$ cat src/rtl/kslot_pkg.sv
// Package: shared helpers for the key slot allocator.
// Assumes the slot count is a power of two, so every slot-number code is a real slot.
package kslot_pkg;

    // Maps a pool position to the slot number it holds at reset, skipping the reserved slot.
    function automatic int unsigned boot_slot(input int unsigned pos, input int unsigned resv);
        return (pos < resv) ? pos : pos + 1;
    endfunction

endpackage

$ cat src/rtl/kslot_fifo.sv
// Module: kslot_fifo
// A circular queue of slot numbers that holds the free pool. At reset it is filled
// with every non-reserved slot in ascending order. Assumes the caller never pushes
// when full and never pops when empty.
module kslot_fifo #(
    parameter int unsigned NUM_SLOTS = 8,
    parameter int unsigned RESV_SLOT = 4,
    localparam int unsigned SLOT_W = $clog2(NUM_SLOTS),
    localparam int unsigned DEPTH  = NUM_SLOTS - 1,
    localparam int unsigned PTR_W  = (DEPTH > 1) ? $clog2(DEPTH) : 1,
    localparam int unsigned CNT_W  = $clog2(NUM_SLOTS + 1)
) (
    input  logic              clk,
    input  logic              rst_n,
    input  logic              push,
    input  logic [SLOT_W-1:0] push_slot,
    input  logic              pop,
    output logic [SLOT_W-1:0] head_slot,
    output logic [CNT_W-1:0]  count
);
    import kslot_pkg::*;

    logic [SLOT_W-1:0] mem [DEPTH];
    logic [PTR_W-1:0]  rd_ptr;
    logic [PTR_W-1:0]  wr_ptr;

    // Moves a pointer forward one place, wrapping at the queue depth.
    function automatic logic [PTR_W-1:0] step(input logic [PTR_W-1:0] p);
        return (p == PTR_W'(DEPTH - 1)) ? '0 : p + 1'b1;
    endfunction

    assign head_slot = mem[rd_ptr];

    // Storage: loads the boot contents at reset and writes pushed slots at the tail.
    always_ff @(posedge clk) begin
        if (!rst_n) begin
            for (int i = 0; i < DEPTH; i++) begin
                mem[i] <= SLOT_W'(boot_slot(i, RESV_SLOT));
            end
        end else if (push) begin
            mem[wr_ptr] <= push_slot;
        end
    end

    // Pointers and occupancy: the queue starts full and both pointers sit at position 0.
    always_ff @(posedge clk) begin
        if (!rst_n) begin
            rd_ptr <= '0;
            wr_ptr <= '0;
            count  <= CNT_W'(DEPTH);
        end else begin
            if (push) wr_ptr <= step(wr_ptr);
            if (pop)  rd_ptr <= step(rd_ptr);
            if (push && !pop)      count <= count + 1'b1;
            else if (pop && !push) count <= count - 1'b1;
        end
    end

endmodule

$ cat src/rtl/kslot_track.sv
// Module: kslot_track
// Keeps one "free" flag per slot and judges each release. A release is accepted only
// for a non-reserved slot that is currently out. Releasing a free slot sets a sticky
// error. Assumes the granted slot is free in the cycle it is granted.
module kslot_track #(
    parameter int unsigned NUM_SLOTS = 8,
    parameter int unsigned RESV_SLOT = 4,
    localparam int unsigned SLOT_W = $clog2(NUM_SLOTS)
) (
    input  logic              clk,
    input  logic              rst_n,
    input  logic              rel_en,
    input  logic [SLOT_W-1:0] rel_slot,
    input  logic              grant,
    input  logic [SLOT_W-1:0] grant_slot,
    output logic              rel_acc,
    output logic              dup_err
);
    logic [NUM_SLOTS-1:0] is_free;
    logic                 rel_resv;
    logic                 rel_dup;

    // Release judgement: the reserved slot is dropped silently, a free slot is a duplicate.
    always_comb begin
        rel_resv = (rel_slot == SLOT_W'(RESV_SLOT));
        rel_dup  = rel_en && !rel_resv && is_free[rel_slot];
        rel_acc  = rel_en && !rel_resv && !is_free[rel_slot];
    end

    // Free flags: set on an accepted release, cleared on a grant; the grant wins when both name one slot.
    always_ff @(posedge clk) begin
        if (!rst_n) begin
            for (int i = 0; i < NUM_SLOTS; i++) begin
                is_free[i] <= (i != RESV_SLOT);
            end
        end else begin
            for (int i = 0; i < NUM_SLOTS; i++) begin
                if (grant && grant_slot == SLOT_W'(i))
                    is_free[i] <= 1'b0;
                else if (rel_acc && rel_slot == SLOT_W'(i))
                    is_free[i] <= 1'b1;
            end
        end
    end

    // Sticky duplicate-release flag, cleared only by reset.
    always_ff @(posedge clk) begin
        if (!rst_n)       dup_err <= 1'b0;
        else if (rel_dup) dup_err <= 1'b1;
    end

endmodule

$ cat src/rtl/kslot_alloc.sv
// Module: kslot_alloc (top)
// Hands out key slots from a first-in first-out free pool and keeps the reserved slot
// out of it. A request is answered one cycle later. A release in the same cycle as a
// request on an empty pool is passed straight to the requester.
// Assumes one request and at most one release per cycle.
module kslot_alloc #(
    parameter int unsigned NUM_SLOTS = 8,
    parameter int unsigned RESV_SLOT = 4,
    localparam int unsigned SLOT_W = $clog2(NUM_SLOTS),
    localparam int unsigned CNT_W  = $clog2(NUM_SLOTS + 1)
) (
    input  logic              clk,
    input  logic              rst_n,
    input  logic              alloc_req,
    input  logic              rel_en,
    input  logic [SLOT_W-1:0] rel_slot,
    output logic              alloc_vld,
    output logic              alloc_ok,
    output logic [SLOT_W-1:0] alloc_slot,
    output logic [CNT_W-1:0]  free_cnt,
    output logic              dup_err
);
    logic              rel_acc;
    logic              pool_empty;
    logic              bypass;
    logic              grant;
    logic              pool_pop;
    logic              pool_push;
    logic [SLOT_W-1:0] head_slot;
    logic [SLOT_W-1:0] grant_slot;

    // Grant decision: take the head of the pool, or the slot being released when the pool is empty.
    always_comb begin
        pool_empty = (free_cnt == '0);
        bypass     = alloc_req && pool_empty && rel_acc;
        pool_pop   = alloc_req && !pool_empty;
        grant      = pool_pop || bypass;
        pool_push  = rel_acc && !bypass;
        grant_slot = bypass ? rel_slot : head_slot;
    end

    kslot_fifo #(.NUM_SLOTS(NUM_SLOTS), .RESV_SLOT(RESV_SLOT)) pool_i (
        .clk       (clk),
        .rst_n     (rst_n),
        .push      (pool_push),
        .push_slot (rel_slot),
        .pop       (pool_pop),
        .head_slot (head_slot),
        .count     (free_cnt)
    );

    kslot_track #(.NUM_SLOTS(NUM_SLOTS), .RESV_SLOT(RESV_SLOT)) track_i (
        .clk        (clk),
        .rst_n      (rst_n),
        .rel_en     (rel_en),
        .rel_slot   (rel_slot),
        .grant      (grant),
        .grant_slot (grant_slot),
        .rel_acc    (rel_acc),
        .dup_err    (dup_err)
    );

    // Response register: reports each request on the following cycle.
    always_ff @(posedge clk) begin
        if (!rst_n) begin
            alloc_vld  <= 1'b0;
            alloc_ok   <= 1'b0;
            alloc_slot <= '0;
        end else begin
            alloc_vld  <= alloc_req;
            alloc_ok   <= grant;
            alloc_slot <= grant ? grant_slot : '0;
        end
    end

endmodule

$ cat config.mk
export PLATFORM = sky130hd
export DESIGN_NAME = kslot_alloc
export DESIGN_NICKNAME = d
export VERILOG_FILES = /design/src/rtl/kslot_pkg.sv /design/src/rtl/kslot_fifo.sv /design/src/rtl/kslot_track.sv /design/src/rtl/kslot_alloc.sv
export SDC_FILE = /design/constraint.sdc
export NUM_CORES = 1
export LEC_CHECK = 0
export BUFFER_PORTS_ARGS = -buffer_cell sky130_fd_sc_hd__buf_2
export CORE_MARGIN = 10
export CORE_UTILIZATION = 55
export DETAILED_ROUTE_END_ITERATION = 10
export PLACE_DENSITY = 0.73
export SYNTH_ARGS = -nofsm -noshare
export SYNTH_HDL_FRONTEND = slang
export SYNTH_SLANG_ARGS = --single-unit
$ cat constraint.sdc
create_clock -name clk -period 3.24 [get_ports clk]
set_input_delay 0.486 -clock clk [delete_from_list [all_inputs] [get_ports clk]]
set_output_delay 0.486 -clock clk [all_outputs]
set_load 0.005 [all_outputs]
# [Word-level counts from Yosys, hierarchy flattened]
# Memory sizes are Yosys's and may differ from the RTL's. A register that Yosys moved wholly into a read port is not among the register bits.
# Cells that the tools add are included.
[op_classes] n_addsub=4 mul=0 n_div=0 n_lt_le_gt_ge=1 n_eq_ne=16 n_shift=0 mux=30 n_bitwise=1 reduce_logical=46
[op_table] op="$eq A3 B3 Y1 const B" count=10
[op_table] op="$logic_and A1 B1 Y1" count=25
[op_table] op="$mux W3" count=7
[op_table] op="$mux W1" count=20
[op_table] op="$reduce_bool A2 Y1" count=8
[op_table] op="$eq A3 B2 Y1 const B" count=4
[op_table] op="$mux W4" count=2
[op_table] op="$add A3 B1 Y3 const B" count=2
[op_table] op="$eq A3 B1 Y1 const B" count=2
[op_table] op="$logic_not A1 Y1" count=6
[op_table] op="$logic_not A3 Y1" count=2
[op_table] op="$add A4 B1 Y4 const B" count=1
[op_table] op="$logic_not A4 Y1" count=1
[op_table] op="$lt A3 B4 Y1 const B" count=1
[op_table] op="$sub A4 B1 Y4 const B" count=1
[op_table] op="$bmux W1 S3" count=1
[op_table] op="$reduce_or A3 Y1" count=1
[op_table] op="$reduce_and A2 Y1" count=1
[op_table] op="$reduce_or A2 Y1" count=1
[op_table] op="$logic_or A1 B1 Y1" count=1
[op_table] op="$not A1 Y1" count=1
[word_totals] register_bits=24 latch_bits=0 ram_bits=21 romBits=0 in_bits=7 output_inout_bits=10 wordCells=114 memories=1
[memory_table] name="pool_i.mem" words=7 width=3 read_ports=1 rd_clocked_by_memory_dff=1 wr=7 line_no="kslot_fifo.sv:23" source="logic [SLOT_W-1:0] mem [DEPTH];"

# [Depth between registers and ports, before layout]
[depth] word_depth=12 depth_mapped=14 mapped_depth_nobuf=12

# [Cells and area by module]
# A second synthesis with hierarchy kept.
[hier_totals] cells_unflattened=230 hier_area_um2=2473.6
[by_module_without_submodules] mod="kslot_fifo" instances=1 cells_per_inst=144 area_each_um2=1705.4 seq_area_each_um2=950.9
[by_module_without_submodules] mod="kslot_track" instances=1 cells_per_inst=59 area_each_um2=503.0 seq_area_each_um2=180.2
[by_module_without_submodules] mod="kslot_alloc" instances=1 cells_per_inst=27 area_each_um2=265.3 seq_area_each_um2=100.1

# [Worst setup path before layout]
# Ideal clock, no wire load.
[synth_timing] path_type="input-to-reg" start="in rel_slot[2]" end="reg pool_i.count[3]" setup_time_ps=71 t_arrival_ps=2892 required_time_ps=3169 setup_slack_ps=278 stages=14 path_cell_list="buf_2 and2_1 a22o_1 o21ai_4 buf_2 inv_2 ha_1 inv_1 ha_1 a21o_1 a21oi_1 xnor2_1 or3_1 a21oi_1"
[synth_between] elab_chain_len=10 word_cells_on_any_way=15
[synth_lines] item="from (decl)" line_no="kslot_alloc.sv:16" source="input logic [SLOT_W-1:0] rel_slot,"
[synth_lines] item="$bmux W1 S3 / $eq A3 B3 Y1 (equally long branches)" line_no="kslot_track.sv:27, kslot_track.sv:25"
[synth_lines] item="$mux W1 (not written as such) / $logic_not A1 Y1 (equally long branches)" line_no="kslot_track.sv:27" source="rel_acc = rel_en && !rel_resv && !is_free[rel_slot];"
[synth_lines] item="$logic_not A1 Y1 / $logic_and A1 B1 Y1 (equally long branches)" line_no="kslot_track.sv:27"
[synth_lines] item="$logic_and A1 B1 Y1 (*)" line_no="kslot_track.sv:27"
[synth_lines] item="$logic_and A1 B1 Y1" line_no="kslot_alloc.sv:35" source="bypass = alloc_req && pool_empty && rel_acc;"
[synth_lines] item="$logic_not A1 Y1" line_no="kslot_alloc.sv:38" source="pool_push = rel_acc && !bypass;"
[synth_lines] item="$logic_and A1 B1 Y1 (*)" line_no="kslot_alloc.sv:38"
[synth_lines] item="via pool_i.push" line_no="kslot_fifo.sv:15" source="input logic push,"
[synth_lines] item="$logic_not A1 Y1" line_no="kslot_fifo.sv:55" source="else if (pop && !push) count <= count - 1'b1;"
[synth_lines] item="$logic_and A1 B1 Y1" line_no="kslot_fifo.sv:55"
[synth_lines] item="$reduce_bool A2 Y1 (no source line)"
[synth_lines] item="to (signal assigned)" line_no="kslot_fifo.sv:50" source="count <= CNT_W'(DEPTH);"
[synth_lines] item="to (signal assigned)" line_no="kslot_fifo.sv:54" source="if (push && !pop) count <= count + 1'b1;"
[synth_lines] item="to (signal assigned)" line_no="kslot_fifo.sv:55"
[synth_lines] item="to (decl)" line_no="kslot_fifo.sv:19" source="output logic [CNT_W-1:0] count"
# The timed path passes the listed nets; every way through them passes the cells marked *. The select of a mux whose other input is x is not followed.
# A chain may end at the register's enable or synchronous reset.

# [Final worst setup path]
[layout_timing] start="reg pool_i.count[0]" end="reg pool_i.count[3]"
[layout_between] elab_chain_len=8 word_cells_on_any_way=16
[layout_lines] item="$logic_not A4 Y1 (*)" line_no="kslot_alloc.sv:34" source="pool_empty = (free_cnt == '0);"
[layout_lines] item="$logic_and A1 B1 Y1 (*) (2 in series)" line_no="kslot_alloc.sv:35"
[layout_lines] item="$logic_not A1 Y1 (*)" line_no="kslot_alloc.sv:38"
[layout_lines] item="$logic_and A1 B1 Y1 (*)" line_no="kslot_alloc.sv:38"
[layout_lines] item="via pool_i.push" line_no="kslot_fifo.sv:15"
[layout_lines] item="$logic_not A1 Y1" line_no="kslot_fifo.sv:55"
[layout_lines] item="$logic_and A1 B1 Y1" line_no="kslot_fifo.sv:55"
[layout_lines] item="$reduce_bool A2 Y1 (no source line)"
# Marks and branches as above.

==> results.md <==
* DIE AREA at 7760 um2
* Initial drt markers at 240
* Combinational Power Share at 0.129
* # setup viols final at 0
* Startpoint Class: flop
* Initial core utilization at 0.578
* Share of cells above drive strength 1 at 0.169
* Clock Sinks at 51
* Worst Tran Pin Value at ~670 ps
* Outcome: finished, final reports clean
* Clk network pwr share at 0.298
* Largest area contributor in the netlist: edfxtp_1
* Antenna violations before repair at 0
* FF-to-FF Start: pool_i.count[0]
* Area Overhead vs Synth at 7.70%
* Top-area cell type share of the netlist area at 0.247
* Met1 WL at between 2000 and 3000 um
* Worst Setup Path Type: flop to flop
* CTS Root Cell: clkbuf_8
* Max capacitance violation total at 0
* CTS resizes at 0
* Minimum clock period at 2790 ps
* Fraction of registers with async set/reset at 0
* Pin count of the biggest net entering global routing at 25
* Leakage at 1.02 nW
* Max Clk Rate at 359 MHz
* Post-synth EDFFs at 21
* Die Ht at just under 90 um
* First-pass GRT wire length at approximately 9000 um
* I/O pin count at 17
* Gate Count Post-Synth at between 200 and 250
* Port buffer count at 16
* Worst Path Required at 3480 ps
* Design Power at about 0.0013 W
* Most common library cells after synthesis: dfxtp_1, nor2_1, nand2_1
* Switching share of power at 0.271
* H-tree levels at 2
* Global placement routability congestion at a little under 0.9
* Grt total ovfl at 0
* Critical Path Source: pool_i.count[0]
* Syn avg cell area at 10.3 um2
* Via count at 1,901
* Arrival @ worst endpoint at 3030 ps
* HP Class: input port to flop
* Routed length on met2 at 2610 um
* Area of the multi-input gates at 1220 um2
* Via density at 6.07
* CTS clk-pin slew, worst paths at 90 ps
* Total CTS buffers at 5
* Cell Pwr Density at 455 nW/um2
* CP endpoint kind: flop
* Fillers at 383
* Most common cell in the netlist: dfxtp_1
* Final HPWL DP at 4080 um
* Switching pwr at between 0.0003 and 0.0004 W
* Nets at 271
* CTS tree: done
* Vias in the first global route at 1,850
* DRC viols at 0
* Clock Path Buffers at 2
* Max VDD drop at 0.401 mV
* Synth Warn # at 0
* Setup TNS at 0 ps
* Reg2Reg Depth at 12
* Syn nets at ~260
* Synth unique cells at 57
* Flop2flop setup slack at 450 ps
* Crit-path max FO at 6
* Synth top area cells: edfxtp_1, dfxtp_1, mux4_2, mux2i_1, nor2_1
* Met3 wire length at 310 um
* Placed Instances at ~310
* Synth Flop Type: dfxtp_1
* Core Area at 4410 um2
* Post-Layout Cell Count at approximately 310
* Register area share after synthesis at 0.483
* Post-Route WL at about 5600 um
* Die X at ~88 um
* Ant. Diodes at 0
* # Post-CTS Setup Buffers at 0
* #FFs+latches synth at 51
* RSZ-0062 raised after global routing: false
* Hold buffer count at cts at 0
* Setup crit end: pool_i.count[3]
* Row count at 24
* Period utilization at 0.861
* Final hold vios at 0
* Mapped Area at ~2500 um2
* Internal cell power at 0.000912 W
* DR WL/cell at ~18 um
* Overall global routing resource usage at 0.150
* Max Slew Vio Count at 0
* Reg power frac at 0.573
* Worst r2r dst: pool_i.count[3]
* Antenna viol nets, final at 0
* First-pass detailed-route iteration total at 4
* Clock Skew at a little over 7 ps
* Worst skew pair latency at ~310 ps
* Highest Signal Layer: met4
* Area occupied by registers at 1230 um2
* Relative slew margins at 0.554
[worst min-delay path by stage]
stage / start / endpoint / slack (ps) / cells after the start
finish: alloc_req / alloc_vld / 450 / 2
global placement: track_i.is_free[4] / track_i.is_free[4] / 430 / 2
global route: track_i.is_free[4] / track_i.is_free[4] / 460 / 2
floorplan: track_i.is_free[4] / track_i.is_free[4] / 410 / 2
CTS: track_i.is_free[4] / track_i.is_free[4] / 450 / 2
detailed placement: track_i.is_free[4] / track_i.is_free[4] / 440 / 2
[state kept, by name, summed over array words and instances (netlist names), named ones only]
| register | cells |
|---|---|
| pool_i.mem | 24 |
| track_i.is_free | 8 |
| pool_i.count | 4 |
| alloc_slot | 3 |
| pool_i.rd_ptr | 3 |
| pool_i.wr_ptr | 3 |
| alloc_ok | 1 |
| alloc_vld | 1 |
| track_i.dup_err | 1 |
[routing by layer]
layer | vias up | track usage
met3 | 13 | 0.0362
met4 | 0 | 0.0428
met5 | - | 0
met1 | 891 | 0.201
li1 | 938 | -
met2 | 59 | 0.236
[final cells by class]
type | count | share of cell area
clock inverters | 3 | 0.00729
clock buffers | 5 | 0.0251
multi-input cells | 173 | 0.443
well taps | 52 | 0.0237
flip-flops and latches | 51 | 0.448
repair buffers | 20 | 0.0401
inverters | 9 | 0.0123
[logic make-up (layout without fill, tap and decap cells)]
| logic type | after synthesis | after routing | synth area share |
|---|---|---|---|
| xor+xnor | 3 | 3 | 0.0103 |
| compound gates | 47 | 47 | 0.134 |
| flops | 51 | 51 | 0.483 |
| fa+ha+maj | 4 | 4 | 0.0226 |
| simple gates | 99 | 99 | 0.201 |
| buf+inv | 23 | 37 | 0.0397 |
| mux | 20 | 20 | 0.110 |
[layout by cell type, fill, tap and decap left out, types with 3 or more instances in the layout]
cell,instances
and3_1,5
o21ai_1,4
or3_1,4
a21oi_1,11
nand2b_1,5
nand2_1,24
nor2b_1,4
a211oi_1,3
o21ai_0,3
inv_1,7
mux2_2,3
o211ai_1,3
nor3_1,5
dfxtp_1,30
o311ai_1,3
nor4_1,4
nor2_1,25
edfxtp_1,21
mux2i_1,10
mux4_2,6
nand3_1,4
o31ai_1,4
clkbuf_8,5
buf_2,16
ha_1,3
and2_1,6
buf_4,4
[per-stage QoR]
stage | setup slack, ps | cell area [um2] | hold WS, ps | util
after floorplan | 278 | 2550 | 411 | -
after global placement | 369 | 2660 | 430 | 0.602
after detailed placement | 308 | 2660 | 437 | 0.602
after CTS | 451 | 2750 | 450 | 0.622
final | 452 | 2750 | 455 | 0.622
after global routing | 206 | 2750 | 464 | 0.622
[power groups by stage]
stage                     clock, W  combinational [W]  sequential [W]
after floorplan                  0           0.000118        0.000724
after global placement           0           0.000159        0.000731
after detailed placement         0           0.000162        0.000731
after CTS                 0.000373           0.000162        0.000717
after global routing      0.000396           0.000179        0.000721
final                     0.000372           0.000162        0.000716
[critical path, cell delays in order, from the launching register on]
cell      delay (ps)
dfxtp_1          390
nor4_1           570
a221oi_2         200
o21ai_4          100
inv_2             40
ha_1             200
inv_1            110
ha_1             240
a21o_1           170
a21oi_1          160
xnor2_1           90
or3_1            310
a21oi_1          140
Power figures use the tool's default switching activity.
